$ cat config.mk
export PLATFORM = sky130hd
export DESIGN_NAME = pld_macrocell
export DESIGN_NICKNAME = d
export VERILOG_FILES = /design/src/rtl/pld_mc_pkg.sv /design/src/rtl/mc_sum_router.sv /design/src/rtl/mc_flop.sv /design/src/rtl/pld_macrocell.sv
export SDC_FILE = /design/constraint.sdc
export NUM_CORES = 1
export LEC_CHECK = 0
export ABC_AREA = 1
export BUFFER_PORTS_ARGS = -buffer_cell sky130_fd_sc_hd__buf_2
export CORE_AREA = 2 2 39 41
export CTS_BUF_LIST = sky130_fd_sc_hd__clkbuf_16
export CTS_CLUSTER_DIAMETER = 150
export DETAILED_ROUTE_END_ITERATION = 16
export DIE_AREA = 0 0 41 43
export PLACE_DENSITY = 0.66
export SLEW_MARGIN = 15
export SYNTH_ARGS = -nofsm -noshare
export SYNTH_HDL_FRONTEND = slang
export SYNTH_SLANG_ARGS = --single-unit
$ cat constraint.sdc
create_clock -name clk -period 0.8 [get_ports clk]
set_input_delay 0.04 -clock clk [delete_from_list [all_inputs] [get_ports clk]]
set_output_delay 0.04 -clock clk [all_outputs]
set_load 0.1 [all_outputs]
$ cat src/rtl/pld_mc_pkg.sv
package pld_mc_pkg;

  // Output sum selection from the split code
  function automatic logic route_out(input logic [1:0] split,
                                     input logic sa, input logic sb,
                                     input logic sc);
    case (split)
      2'd1:    route_out = sa;
      2'd2:    route_out = sa | sb | sc;
      default: route_out = sa | sb;
    endcase
  endfunction

  // Register update in priority order: clear, hold, preset, D/T
  function automatic logic flop_next(input logic clr, input logic en,
                                     input logic preset, input logic ttype,
                                     input logic d, input logic q);
    if (clr)         flop_next = 1'b0;
    else if (!en)    flop_next = q;
    else if (preset) flop_next = 1'b1;
    else if (ttype)  flop_next = q ^ d;
    else             flop_next = d;
  endfunction

endpackage

$ cat src/rtl/mc_sum_router.sv
module mc_sum_router #(
  parameter int PT_PER_SUM = 4,
  parameter int NUM_SUMS   = 3
) (
  input  logic [NUM_SUMS*PT_PER_SUM-1:0] pt,
  input  logic [1:0]                     split,
  output logic                           out_sum,
  output logic                           reg2_sum
);
  import pld_mc_pkg::*;

  logic [NUM_SUMS-1:0] sum_term;

  for (genvar g = 0; g < NUM_SUMS; g++) begin : g_sum
    assign sum_term[g] = |pt[g*PT_PER_SUM +: PT_PER_SUM];
  end

  assign out_sum  = route_out(split, sum_term[0], sum_term[1], sum_term[NUM_SUMS-1]);
  assign reg2_sum = sum_term[NUM_SUMS-1];


  always_comb begin
    full_merge_chk: assert (split != 2'd2 || out_sum == (|pt));
  end

endmodule

$ cat src/rtl/mc_flop.sv
module mc_flop (
  input  logic clk,
  input  logic rst_n,
  input  logic clr_pt,
  input  logic ck_pt,
  input  logic pin_clk,
  input  logic ck_sel,
  input  logic preset,
  input  logic ttype,
  input  logic d,
  output logic q
);
  import pld_mc_pkg::*;

  logic clk_en;
  assign clk_en = ck_pt & (ck_sel ? pin_clk : 1'b1);

  always_ff @(posedge clk or negedge rst_n) begin
    if (!rst_n) q <= 1'b0;
    else        q <= flop_next(clr_pt, clk_en, preset, ttype, d, q);
  end


  clear_wins_chk: assert property (@(posedge clk) disable iff (!rst_n)
    clr_pt |=> (q == 1'b0));


  preset_set_chk: assert property (@(posedge clk) disable iff (!rst_n)
    (!clr_pt && ck_pt && !ck_sel && preset) |=> q);


  no_clock_hold_chk: assert property (@(posedge clk) disable iff (!rst_n)
    (!clr_pt && !ck_pt) |=> $stable(q));


  t_toggle_chk: assert property (@(posedge clk) disable iff (!rst_n)
    (!clr_pt && clk_en && !preset && ttype && d) |=> (q != $past(q)));

endmodule

$ cat src/rtl/pld_macrocell.sv
module pld_macrocell #(
  parameter int PT_PER_SUM = 4,
  localparam int NUM_SUMS  = 3,
  localparam int NUM_PT    = NUM_SUMS * PT_PER_SUM,
  localparam int FB_W      = 6
) (
  input  logic              clk,
  input  logic              rst_n,
  input  logic [NUM_PT-1:0] pt_sum,
  input  logic              pt_ar1,
  input  logic              pt_ck1,
  input  logic              pt_ck2,
  input  logic              pt_ar2,
  input  logic              pt_oe,
  input  logic              pin_clk,
  input  logic              sync_preset,
  input  logic              pin_in,
  input  logic [1:0]        cfg_split,
  input  logic              cfg_comb,
  input  logic              cfg_fb_dt,
  input  logic              cfg_t1,
  input  logic              cfg_t2,
  input  logic              cfg_ck1_pin,
  input  logic              cfg_ck2_pin,
  input  logic              cfg_pol,
  output logic              pin_out,
  output logic              pin_oe,
  output logic [FB_W-1:0]   fb_bus
);

  logic out_sum, reg2_sum;
  logic [1:0] clr_v, ck_v, sel_v, type_v, d_v, q_v;
  logic f2, pin_val;

  mc_sum_router #(.PT_PER_SUM(PT_PER_SUM), .NUM_SUMS(NUM_SUMS)) u_router (
    .pt       (pt_sum),
    .split    (cfg_split),
    .out_sum  (out_sum),
    .reg2_sum (reg2_sum)
  );

  assign clr_v  = {pt_ar2, pt_ar1};
  assign ck_v   = {pt_ck2, pt_ck1};
  assign sel_v  = {cfg_ck2_pin, cfg_ck1_pin};
  assign type_v = {cfg_t2, cfg_t1};
  assign d_v    = {reg2_sum, out_sum};

  for (genvar r = 0; r < 2; r++) begin : g_reg
    mc_flop u_flop (
      .clk     (clk),
      .rst_n   (rst_n),
      .clr_pt  (clr_v[r]),
      .ck_pt   (ck_v[r]),
      .pin_clk (pin_clk),
      .ck_sel  (sel_v[r]),
      .preset  (sync_preset),
      .ttype   (type_v[r]),
      .d       (d_v[r]),
      .q       (q_v[r])
    );
  end

  assign f2      = cfg_fb_dt ? reg2_sum : q_v[1];
  assign pin_val = cfg_comb ? out_sum : q_v[0];
  assign pin_out = cfg_pol ? pin_val : ~pin_val;
  assign pin_oe  = pt_oe;
  assign fb_bus  = {f2, ~f2, q_v[0], ~q_v[0], pin_in, ~pin_in};


  registered_pin_chk: assert property (@(posedge clk) disable iff (!rst_n)
    (!cfg_comb && cfg_pol) |-> (pin_out == fb_bus[3]));

endmodule

=== Yosys cells after proc, flatten, opt, wreduce, memory -nomap -nowiden ===
Index checks and enable logic that the tools add are counted.

* Eq/ne operators: 2
* Muxes and demuxes: 14
* Bitwise operators: 10
* Reduce and logical (&&, ||, !) cells: 5

{| class="wikitable"
|+ Operator list
! operator !! number
|-
| 1-bit 2-to-1 mux || 13
|-
| 4-bit OR reduction || 3
|-
| 1-bit NOT || 4
|-
| 2-bit nonzero test || 2
|-
| 1-bit AND || 2
|-
| 2-bit by 1-bit equality test with 1-bit output, second input constant || 1
|-
| 2-bit equality test, second input constant || 1
|-
| 1-bit bitwise OR || 2
|-
| 1-bit one-hot mux with 2 select lines || 1
|-
| 1-bit bitwise XOR || 2
|}

* Flip-flop bits (word level): 2
* Output and inout port bits: 8
* Logic and storage cells: 33

=== Longest topological paths before layout ===
* Word-level depth: 9
* Gate-level depth with buffers: 11

=== Modules after synthesis ===
Synthesis repeated with hierarchy kept, for this count alone.

* Cell total of the unflattened synthesis: 74
* Area total of the unflattened synthesis: 384.1 µm²

{| class="wikitable"
|+ By module, submodules not included
! module !! times used !! cells an instance !! area each (µm²) !! sequential area each (µm²)
|-
| mc_flop || 2 || 17 || 90.1 || 25.0
|-
| mc_sum_router || 1 || 20 || 106.4 || 0.0
|-
| pld_macrocell || 1 || 20 || 97.6 || 0.0
|}

=== Least setup slack after synthesis ===
Ideal clock, no wire load.

* Kind: reg2out
* From: register g_reg[0].u_flop.q
* To: output pin_out
* Data arrival time: 1.839 ns
* Data required time: 0.760 ns
* Setup slack: -1.079 ns
* Cell stages (with the launch flop): 4
* Buffers on the path: 0
* Cell sequence: dfrtp_1 -> inv_1 -> o211ai_1 -> nand2_1

* Word-level cells in the longest chain between the ends: 3

{| class="wikitable"
|+ Ends and longest elaborated chain
! item !! line !! RTL
|-
| start, declared || mc_flop.sv:11 || <nowiki>output logic q</nowiki>
|-
| start signal, assigned || mc_flop.sv:20 || <nowiki>else q <= flop_next(clr_pt, clk_en, preset, ttype, d, q);</nowiki>
|-
| 1-bit 2-to-1 mux (*) || pld_macrocell.sv:64 || <nowiki>assign pin_val = cfg_comb ? out_sum : q_v[0];</nowiki>
|-
| 1-bit NOT || pld_macrocell.sv:65 || <nowiki>assign pin_out = cfg_pol ? pin_val : ~pin_val;</nowiki>
|-
| 1-bit 2-to-1 mux (*) || pld_macrocell.sv:65 ||
|-
| end, declared || pld_macrocell.sv:26 || <nowiki>output logic pin_out,</nowiki>
|}

Mark *: on every way between the ends. The rest lies on a longest branch, timed or not.

=== Worst setup path in the final report ===
Same ends and word-level chain as after synthesis.

==> results.toml <==
[grt]
grt_pass1_wl_mm = 1.48
grt-ovfl-total = 0
grtUsageMet3_pct = 5.24
grt_antenna_before_repair = 0
grt_pass1_vias = 428
grt_max_degree = 4
grt.total_usage_pct = 12.8
grt_util_met1_pct = 12.9
grt_util_met2_pct = 21.3
busiest_layer = "met2"

[synthesis]
synth-seq-area-share_pct = 14.9
syn_avg_cell_area_sq_um = 5.61
yosys.area.top_type_share_pct = 17.8
synth-edff-count = 0
syn_area_sq_um = 337
synth_largest_area_cell = "nand2_1"
synth.ff_latch_count = 2
syn_nets = 93
ys_warn_count = 0
ys.flop_type = "dfrtp_1"
async_reset_ff_share_pct = 100
synth_cells = 60
synth_most_common_cell = "nand2_1"
netlist_top_cells_area = "nand2_1 (18%), inv_1 (17%), dfrtp_1 (15%), buf_4 (8.9%), ha_1 (7.4%)"
synth_cell_types = 17
yosys-top-cells-count = "nand2_1 (16), inv_1 (15), nor2_1 (5)"

[drt]
vias = 514
routedWlPerCell_microns = 8.12
drt_pass1_iterations = 2
routed_wl_mm = 1.01
drt_iter0_markers = 1
drc = 0
viasPerCell = 4.15
postRouteAntennaNets = 0

[cells_and_area]
syn2layout_area_growth_pct = 154
largest_reg_flops = 2
post-route-cell-area_sq_um = 856
seqCellArea_sq_um = 50.0
diodes = 0
n_fill_cell = 120
top_register = "g.u_flop.q"
nets = 143
layout-drive-gt1-share_pct = 58.3
multi_input_comb_area_sq_um = 233
reg_top3 = "g.u_flop.q x2"

[clock_tree]
cts_buffer_depth = 2
clk_latency_ns = 0.22
cts_buffers = 3
cts.clk_slew.worst_paths_ns = 0.03
htree_levels = 1
cts_tree = "yes"
clock-sinks = 2
cts-root-buf = "clkbuf_16"

[timing]
fin_crit_sh_pct = 158
slew-limit-headroom_pct = 82.5
finalCriticalPeriod_ns = 1.26
finClkSkew_ns = 0
fin_ws_ns = -0.463
rsz0062_at_grt = "yes"
tightest_slew_ns = 0.260
slew_viol_final = 0
fmax_mhz = 792
hold_viol_final = 0
setup_violations = 7
whs_ns = 0.0504

[floorplan]
start_util_pct = 24.3
core_sq_mm = 0.00138
rows = 14
die-area_sq_mm = 0.00176
num_io_pins = 39
fp.dieH_microns = 43
die_w_microns = 41

[worst_setup_path]
crit_path_cell_trace = "clkinvlp_4, o211ai_1, nand2_4, buf_12"
crit_path_max_incr_delay_ns = 0.38
critical_path.top_delay_family = "flip-flops"
crit_type = "reg2out"
critPathBufInv = 2
arrival_ns = 1.22
crit_required_ns = 0.76
worstSetupEndpointType = "output port"
cp-start-kind = "register"
slowest_stage = "dfrtp_1"
path_max_fanout = 3

[job]
max-cap-violations = 0

[outcome]
violations = "negative setup slack"
outcome = "complete, but fails checks"

[placement]
post_dp_cell_area_sq_um = 701
dp_hpwl_microns = 839
port_buffers = 36
gp_congestion = 0.711

[power_and_ir_drop]
power_mw = 1.51
ir_drop_mv = 1.33
p_leak_nw = 0.501
cellPowerDensity_mw_per_mm2 = 1760

[worst_hold_path]
hp-class = "in2reg"
==> power breakdown <==
| group | switching [mW] | internal [mW] |
|---|---|---|
| Sequential | 0.00805 | 0.110 |
| Clock | 0.111 | 0.636 |
| Combinational | 0.353 | 0.290 |
| Total | 0.473 | 1.04 |
==> tightest hold or removal path: stages <==
cell	delay (ns)
buf_2	0.08
a21oi_2	0.03
nand2_1	0.04
inv_1	0.03
==> routing by layer <==
layer	up-vias	share of wire [%]
li1	273	-
met1	211	39
met2	30	47
met3	0	14
met4	0	0
met5	-	0
==> final timing paths <==
kind,start,endpoint,slack (ns),cells after the start
setup / recovery,g_reg[0].u_flop.q$_DFFE_PN0P_,pin_out,-0.46,4
hold / removal,pt_ar1,g_reg[0].u_flop.q$_DFFE_PN0P_,0.05,4
setup reg to reg,g_reg[0].u_flop.q$_DFFE_PN0P_,g_reg[0].u_flop.q$_DFFE_PN0P_,-0.33,7
hold reg to reg,g_reg[1].u_flop.q$_DFFE_PN0P_,g_reg[1].u_flop.q$_DFFE_PN0P_,0.79,4
max in group asynchronous,rst_n,g_reg[0].u_flop.q$_DFFE_PN0P_,0.54,2
min in group asynchronous,rst_n,g_reg[1].u_flop.q$_DFFE_PN0P_,0.16,2
==> final cells by class <==
class                   instances  share of cell area, %
repair buffers                 49                   47.2
multi-input cells              39                   27.2
clock buffers                   3                   8.77
inverters                      15                   8.63
flip-flops and latches          2                   5.85
well taps                      16                   2.34
==> layout by cell type, fill, tap and decap left out, types with 2 or more instances in the layout <==
master     count
buf_6          5
clkbuf_16      3
buf_4          7
nand2_2        2
buf_2         29
ha_1           2
nand2_4        2
dfrtp_1        2
inv_1         12
nand2_1       13
nor2_1         5
buf_12         7
nand3_1        3
nor2_2         2
==> what timing repair did <==
item,CTS,global route
hold buffers,1,0
endpoints found under the setup margin,7,7
pin swaps,4,1
resized for setup,8,4
hold endpoints to repair,2,0
buffers inserted,3,2
==> per-stage QoR <==
| step | worst slack [ns] | utilization (%) | TNS (ns) | std cells |
|---|---|---|---|---|
| final | -0.463 | 61.8 | -2.25 | 124 |
| after floorplan | -0.740 | - | -1.29 | 60 |
| after global placement | -0.390 | 50.6 | -0.987 | 116 |
| after global routing | -0.519 | 61.8 | -2.57 | 124 |
| after CTS | -0.474 | 60.8 | -2.12 | 123 |
| after detailed placement | -0.414 | 50.6 | -1.03 | 116 |
==> cells by family (layout without fill, tap and decap cells) <==
logic type	after synthesis	count (layout)	synth area share [%]
buf+inv	19	67	25.6
fa+ha+maj	2	2	7.43
simple gates	27	27	33.5
xor+xnor	1	1	2.60
compound gates	9	9	16.0
flops	2	2	14.9
Note: power is estimated with default switching activity, not from simulation.
